--- config.mk ---
export PLATFORM = sky130hd
export DESIGN_NAME = fault_status_log
export DESIGN_NICKNAME = d
export VERILOG_FILES = /design/src/rtl/fsr_pkg.sv /design/src/rtl/fsr_classify.sv /design/src/rtl/fsr_beat_filter.sv /design/src/rtl/fsr_cap_slot.sv /design/src/rtl/fault_status_log.sv
export SDC_FILE = /design/constraint.sdc
export NUM_CORES = 1
export LEC_CHECK = 0
export ABC_AREA = 1
export BUFFER_PORTS_ARGS = -buffer_cell sky130_fd_sc_hd__buf_2
export CORE_MARGIN = 2
export CORE_UTILIZATION = 40
export CTS_CLUSTER_SIZE = 14
export DETAILED_ROUTE_END_ITERATION = 6
export HOLD_SLACK_MARGIN = 0.15
export PLACE_DENSITY = 0.67
export SYNTH_ARGS = -nofsm -noshare
export SYNTH_HDL_FRONTEND = slang
export SYNTH_HIERARCHICAL = 1
export SYNTH_SLANG_ARGS = --single-unit
--- constraint.sdc ---
create_clock -name clk -period 2.95 [get_ports clk]
set_input_delay 0.1475 -clock clk [delete_from_list [all_inputs] [get_ports clk]]
set_output_delay 0.1475 -clock clk [all_outputs]
set_load 0.01 [all_outputs]
--- src/rtl/fsr_pkg.sv ---
`timescale 1ns/1ps
package fsr_pkg;
  localparam int REG_W    = 64;
  localparam int POS_ME   = 53;
  localparam int POS_PRIV = 52;
  localparam int POS_MSYN = 16;
  localparam int POS_ESYN = 0;
  localparam int ESYN_W   = 9;
  localparam int MSYN_W   = 4;

  typedef enum logic [1:0] {
    CLS_HWC = 2'd0,
    CLS_SWC = 2'd1,
    CLS_UNC = 2'd2
  } cls_e;

  // Hardware-corrected membership wins if a flag is listed in both masks.
  function automatic cls_e class_of(logic hw, logic sw);
    if (hw) return CLS_HWC;
    if (sw) return CLS_SWC;
    return CLS_UNC;
  endfunction

  // Only these classes count a repeat as a multiple error.
  function automatic logic repeat_counts(cls_e c);
    return (c != CLS_HWC);
  endfunction
endpackage

--- src/rtl/fsr_classify.sv ---
`timescale 1ns/1ps
module fsr_classify import fsr_pkg::*; #(
  parameter int NF = 19,
  parameter int IDX_W = 5,
  parameter logic [NF-1:0] HWC_MASK = '0,
  parameter logic [NF-1:0] SWC_MASK = '0,
  parameter logic [NF-1:0] ECC_MASK = '0
) (
  input  logic [IDX_W-1:0] idx,
  output logic             in_rng,
  output cls_e             cls,
  output logic             is_ecc
);
  localparam int SZ = 1 << IDX_W;
  localparam logic [SZ-1:0] HW_PAD  = SZ'(HWC_MASK);
  localparam logic [SZ-1:0] SW_PAD  = SZ'(SWC_MASK);
  localparam logic [SZ-1:0] ECC_PAD = SZ'(ECC_MASK);

  assign in_rng = (int'(idx) < NF);
  assign cls    = class_of(HW_PAD[idx], SW_PAD[idx]);
  assign is_ecc = in_rng & ECC_PAD[idx];
endmodule

--- src/rtl/fsr_beat_filter.sv ---
`timescale 1ns/1ps
module fsr_beat_filter #(
  parameter int TXN_W = 4,
  parameter int BEAT_W = 2
) (
  input  logic              clk,
  input  logic              rst_n,
  input  logic              ecc_ev,
  input  logic [TXN_W-1:0]  txn,
  input  logic [BEAT_W-1:0] beat,
  output logic              drop
);
  logic             trk_vld;
  logic [TXN_W-1:0] trk_txn;
  logic             pass;

  // A beat-0 event always opens a fresh transaction window.
  assign drop = ecc_ev & trk_vld & (txn == trk_txn) & (beat != '0);
  assign pass = ecc_ev & ~drop;

  always_ff @(posedge clk) begin
    if (!rst_n) begin
      trk_vld <= 1'b0;
      trk_txn <= '0;
    end else if (pass) begin
      trk_vld <= 1'b1;
      trk_txn <= txn;
    end
  end
endmodule

--- src/rtl/fsr_cap_slot.sv ---
`timescale 1ns/1ps
module fsr_cap_slot import fsr_pkg::*; #(
  parameter int W = 8,
  parameter int NF = 19,
  parameter int IDX_W = 5,
  parameter logic [NF-1:0] MASK = '1
) (
  input  logic             clk,
  input  logic             rst_n,
  input  logic             acc,
  input  logic [IDX_W-1:0] idx,
  input  cls_e             cls,
  input  logic [W-1:0]     val,
  input  logic [NF-1:0]    clr_vec,
  output logic [W-1:0]     q,
  output logic             lk_vld,
  output logic [IDX_W-1:0] lk_idx
);
  localparam int SZ = 1 << IDX_W;
  localparam int KW = IDX_W + 2;
  localparam logic [SZ-1:0] MPAD = SZ'(MASK);

  logic [SZ-1:0] clr_pad;
  logic [KW-1:0] ev_key, lk_key;
  logic          unlock, held, take;

  assign clr_pad = SZ'(clr_vec);
  assign ev_key  = {cls, idx};
  assign unlock  = lk_vld & clr_pad[lk_idx];
  assign held    = lk_vld & ~unlock;
  assign take    = acc & MPAD[idx] & (~held | (ev_key > lk_key));
  assign lk_idx  = lk_key[IDX_W-1:0];

  always_ff @(posedge clk) begin
    if (!rst_n) begin
      q      <= '0;
      lk_vld <= 1'b0;
      lk_key <= '0;
    end else if (take) begin
      q      <= val;
      lk_vld <= 1'b1;
      lk_key <= ev_key;
    end else if (unlock) begin
      lk_vld <= 1'b0;
    end
  end

  AST_LOCK_KEY_MONO: assert property (@(posedge clk) disable iff (!rst_n)
    held |=> (lk_vld && (lk_key >= $past(lk_key))));
  AST_HELD_VALUE: assert property (@(posedge clk) disable iff (!rst_n)
    (held && !(acc && MPAD[idx])) |=> $stable(q));
endmodule

--- src/rtl/fault_status_log.sv ---
`timescale 1ns/1ps
module fault_status_log import fsr_pkg::*; #(
  parameter int NF = 19,
  parameter int FLAG_LO = 33,
  parameter int ADDR_W = 40,
  parameter int TXN_W = 4,
  parameter int BEAT_W = 2,
  parameter logic [NF-1:0] HWC_MASK  = 19'h0A0A9,
  parameter logic [NF-1:0] SWC_MASK  = 19'h00200,
  parameter logic [NF-1:0] ECC_MASK  = 19'h0F003,
  parameter logic [NF-1:0] TRAP_MASK = 19'h7FFFF,
  parameter logic [NF-1:0] ADDR_MASK = 19'h7FFFF,
  parameter logic [NF-1:0] ESYN_MASK = 19'h037FF,
  parameter logic [NF-1:0] MSYN_MASK = 19'h0C000,
  localparam int IDX_W = $clog2(NF)
) (
  input  logic              clk,
  input  logic              rst_n,
  input  logic              csr_we,
  input  logic [REG_W-1:0]  csr_wdata,
  output logic [REG_W-1:0]  csr_rdata,
  input  logic              ev_vld,
  input  logic [IDX_W-1:0]  ev_idx,
  input  logic [ADDR_W-1:0] ev_addr,
  input  logic [ESYN_W-1:0] ev_esyn,
  input  logic [MSYN_W-1:0] ev_msyn,
  input  logic [TXN_W-1:0]  ev_txn,
  input  logic [BEAT_W-1:0] ev_beat,
  input  logic              ev_priv,
  input  logic              irq_en,
  output logic              trap_req,
  output logic [ADDR_W-1:0] cap_addr
);
  localparam int SZ = 1 << IDX_W;
  localparam logic [SZ-1:0] TRAP_PAD = SZ'(TRAP_MASK);

  logic              in_rng, is_ecc, drop, acc, dup, me_set;
  logic              wr_me_clr, wr_priv_clr, unused_wr;
  cls_e              ev_cls;
  logic [NF-1:0]     fl_q, fl_n, clr_vec, set_vec;
  logic [SZ-1:0]     fl_pad;
  logic              me_q, priv_q;
  logic [ESYN_W-1:0] esyn_q;
  logic [MSYN_W-1:0] msyn_q;
  logic              a_lk, e_lk, m_lk;
  logic [IDX_W-1:0]  a_li, e_li, m_li;

  fsr_classify #(.NF(NF), .IDX_W(IDX_W), .HWC_MASK(HWC_MASK),
                 .SWC_MASK(SWC_MASK), .ECC_MASK(ECC_MASK)) u_cls (
    .idx(ev_idx), .in_rng(in_rng), .cls(ev_cls), .is_ecc(is_ecc));

  fsr_beat_filter #(.TXN_W(TXN_W), .BEAT_W(BEAT_W)) u_filt (
    .clk(clk), .rst_n(rst_n), .ecc_ev(ev_vld & is_ecc),
    .txn(ev_txn), .beat(ev_beat), .drop(drop));

  // Event / write decode
  assign acc         = ev_vld & in_rng & ~drop;
  assign set_vec     = acc ? (NF'(1) << ev_idx) : '0;
  assign clr_vec     = csr_we ? csr_wdata[FLAG_LO +: NF] : '0;
  assign wr_me_clr   = csr_we & csr_wdata[POS_ME];
  assign wr_priv_clr = csr_we & csr_wdata[POS_PRIV];
  assign dup         = |(fl_q & ~clr_vec & set_vec);
  assign me_set      = acc & dup & repeat_counts(ev_cls);
  assign fl_n        = (fl_q & ~clr_vec) | set_vec;
  assign fl_pad      = SZ'(fl_q);
  assign unused_wr   = ^csr_wdata;

  always_ff @(posedge clk) begin
    if (!rst_n) begin
      fl_q   <= '0;
      me_q   <= 1'b0;
      priv_q <= 1'b0;
    end else begin
      fl_q   <= fl_n;
      me_q   <= (me_q & ~wr_me_clr) | me_set;
      priv_q <= acc ? ev_priv : (priv_q & ~wr_priv_clr);
    end
  end

  // Independent capture slots
  fsr_cap_slot #(.W(ADDR_W), .NF(NF), .IDX_W(IDX_W), .MASK(ADDR_MASK)) u_cap_a (
    .clk(clk), .rst_n(rst_n), .acc(acc), .idx(ev_idx), .cls(ev_cls),
    .val(ev_addr), .clr_vec(clr_vec), .q(cap_addr), .lk_vld(a_lk), .lk_idx(a_li));

  fsr_cap_slot #(.W(ESYN_W), .NF(NF), .IDX_W(IDX_W), .MASK(ESYN_MASK)) u_cap_e (
    .clk(clk), .rst_n(rst_n), .acc(acc), .idx(ev_idx), .cls(ev_cls),
    .val(ev_esyn), .clr_vec(clr_vec), .q(esyn_q), .lk_vld(e_lk), .lk_idx(e_li));

  fsr_cap_slot #(.W(MSYN_W), .NF(NF), .IDX_W(IDX_W), .MASK(MSYN_MASK)) u_cap_m (
    .clk(clk), .rst_n(rst_n), .acc(acc), .idx(ev_idx), .cls(ev_cls),
    .val(ev_msyn), .clr_vec(clr_vec), .q(msyn_q), .lk_vld(m_lk), .lk_idx(m_li));

  always_comb begin
    csr_rdata = '0;
    csr_rdata[FLAG_LO +: NF]      = fl_q;
    csr_rdata[POS_ME]             = me_q;
    csr_rdata[POS_PRIV]           = priv_q;
    csr_rdata[POS_MSYN +: MSYN_W] = msyn_q;
    csr_rdata[POS_ESYN +: ESYN_W] = esyn_q;
  end

  assign trap_req = irq_en & |(fl_q & TRAP_MASK);

  AST_STICKY_FLAGS: assert property (@(posedge clk) disable iff (!rst_n)
    ((~fl_q & $past(fl_q) & ~$past(clr_vec)) == '0));
  AST_ME_HWC_REPEAT: assert property (@(posedge clk) disable iff (!rst_n)
    (acc && ev_cls == CLS_HWC && !me_q && !csr_we) |=> !me_q);
  AST_BEAT_DROP_QUIET: assert property (@(posedge clk) disable iff (!rst_n)
    (drop && !csr_we) |=> ($stable(fl_q) && $stable(me_q) && $stable(cap_addr)));
  AST_LOCK_OWNER_ADDR: assert property (@(posedge clk) disable iff (!rst_n)
    a_lk |-> fl_pad[a_li]);
  AST_LOCK_OWNER_ESYN: assert property (@(posedge clk) disable iff (!rst_n)
    e_lk |-> fl_pad[e_li]);
  AST_LOCK_OWNER_MSYN: assert property (@(posedge clk) disable iff (!rst_n)
    m_lk |-> fl_pad[m_li]);
  AST_TRAP_FOLLOWS: assert property (@(posedge clk) disable iff (!rst_n)
    (acc && TRAP_PAD[ev_idx]) |=> (trap_req || !irq_en));
  AST_SAME_CYCLE_SET: assert property (@(posedge clk) disable iff (!rst_n)
    acc |=> fl_pad[$past(ev_idx)]);
  AST_RANGE_IGNORE: assert property (@(posedge clk) disable iff (!rst_n)
    (ev_vld && !in_rng && !csr_we) |=> ($stable(fl_q) && $stable(priv_q)));
endmodule

==> flow_summary.toml <==
[outcome]
status = "finished clean"

[worst_setup_path]
critical_path_class = "reg2reg"
r2r-start = "u_cap_a/lk_key[2]$_SDFFE_PN0P_"
worst_ep_required_time_ps = 3210
end_kind = "register"
crit_fanout = 51
worstSetupStartpoint = "u_cap_a/lk_key[2]$_SDFFE_PN0P_"
critPathArrivalTime_ps = 2510
critPathLaunchType = "register"

[timing]
fmax_ghz = 0.443
worstMarginPinSlew_ps = 800
setup_violations = 0
holdWs_ps = 221
rsz0062_at_grt = "false"
fin_crit_ps = 2250
max_slew_margin_pct = 46.6
finClkSkew_ps = 8.33
finalHoldViolCount = 0
final.setup.tns_ps = 0
fin_crit_sh_pct = 76.4
slew_violations = 0

[finish]
diodes = 0
areaGrowthSynthToFinish_pct = 26.3
nNetsFinal = 1395
layout-drive-gt1-share_pct = 19.1
stdcell_count = 1460

[floorplan]
start_util_pct = 41.0
die_w_um = 132
die_h_um = 132
core_um2 = 15900
rows = 46
ios = 239
die_area_um2 = 17400

[synthesis]
yosysWarnings = 6
syn_area_um2 = 6530
syn_inst = 1038
syn_avg_cell_area_um2 = 6.29

[global_route]
grt-ovfl-total = 0
grt_first_pass_wirelength_um = 29000
first_global_vias = 6115
grt_max_degree = 77
antenna_found_initial = 1
track_usage_pct = 20.2

[routing]
viasPerCell = 4.68
drt-pass1-iter-count = 5
drc = 0
drt_iter0_drc = 481
wl_per_cell_um = 12.0
postRouteAntennaNets = 0
vias = 6833
finalWirelength_um = 17500

[place]
port_buffers = 165
gp_congestion = 0.887
dp_hpwl_um = 11600
dp.cells = 1383

[clock_network]
clk_root_buffer_cell = "clkbuf_16"
cts.clk_slew.worst_paths_ps = 80
clock_sink_count = 103
htreeDepth = 3
insertion_delay_ps = 360
postCtsSetupRepairBufs = 0
cts_tree = "done"
cts-buffers-inserted = 9
cts_max_path_buffers = 2

[pwr]
irDropWorstVdd_mv = 0.280
p_per_area_nw_per_um2 = 413
p_leak_uw = 0.00431

[run]
max_cap_viol_count = 0

[worst_hold_path]
min_path_type = "in2reg"
min-delay-start = "csr_wdata[48]"
-- per-layer routing --
metal	vias up	global-route usage, %	share of wire (%)
li1	3568	-	-
met1	3008	26.4	45
met2	227	33.2	46
met3	28	5.15	7.0
met4	2	5.62	1.8
met5	-	0	0.074
-- flip-flops by register name, indices dropped and copies added (netlist names) --
name and cells:
u_cap_a/lk_key 7, u_cap_m/q 4, u_cap_e/lk_key 7, u_cap_m/lk_key 7, fl_q 19, u_cap_a/lk_vld 1
u_filt/trk_vld 1, me_q 1, u_cap_e/lk_vld 1, priv_q 1, u_cap_m/lk_vld 1, u_filt/trk_txn 4
u_cap_e/q 9, u_cap_a/q 40
-- cell usage in the layout, fill, tap and decap left out, types with 4 or more instances in the layout --
cell,n
conb_1,30
nand2_1,229
buf_2,165
o21ai_0,7
clkbuf_16,9
o211ai_1,4
nand3_1,128
nor2_1,135
inv_2,19
buf_4,9
buf_12,4
nand2_2,5
dlygate4sd3_1,61
a21oi_1,109
dfxtp_1,103
ha_1,22
inv_1,159
nor3_2,5
nand4_1,7
nor4_1,4
-- final timing paths --
kind	endpoint	slack, ps	cells past startpoint
max	u_cap_a/q[21]$_SDFFE_PN0P_	700	11
min	fl_q[15]$_SDFF_PN0_	220	6
max reg2reg	u_cap_a/q[21]$_SDFFE_PN0P_	700	11
min reg2reg	me_q$_SDFF_PN0_	470	2
-- power by group --
group          switching, µW  total (µW)  leakage (µW)  internal [µW]
Clock                    604        1200      0.000146            596
Sequential              44.0        1500      0.000840           1460
Combinational            405         704       0.00332            299
Total                   1050        3410       0.00431           2350
-- critical path, cell delays in order, from the launching register on --
cell and delay, ps:
dfxtp_1 470, inv_1 160, ha_1 330, a21oi_1 120, o21ai_0 100, nand2_1 70
o211ai_1 70, nand2_1 90, nand3_2 210, buf_12 260, a21oi_1 170, nor2_1 70
-- metrics by stage --
step / total power (µW) / worst slack [ps] / instance area, µm² / util (%)
4_1_cts: 3430 / 741 / 8240 / 51.7
6_report: 3410 / 695 / 8240 / 51.7
3_3_place_gp: 2160 / 494 / 7340 / 46.1
3_5_place_dp: 2170 / 489 / 7340 / 46.1
5_1_grt: 3600 / 426 / 8240 / 51.7
2_1_floorplan: 1990 / 875 / 6640 / -
-- cell type report --
cell class | instances | area (µm²)
inverters | 180 | 677
multi-input cells | 706 | 3360
clock inverters | 7 | 65.1
clock buffers | 9 | 225
flip-flops and latches | 103 | 2060
fillers | 1609 | 7700
repair buffers | 239 | 1580
well taps | 216 | 270
-- timing repair --
action | 4_1_cts | 5_1_grt
hold endpoints to repair | 60 | 0
resized for setup | 0 | 0
hold buffers | 61 | 0
(Power assumes the default switching activity.)
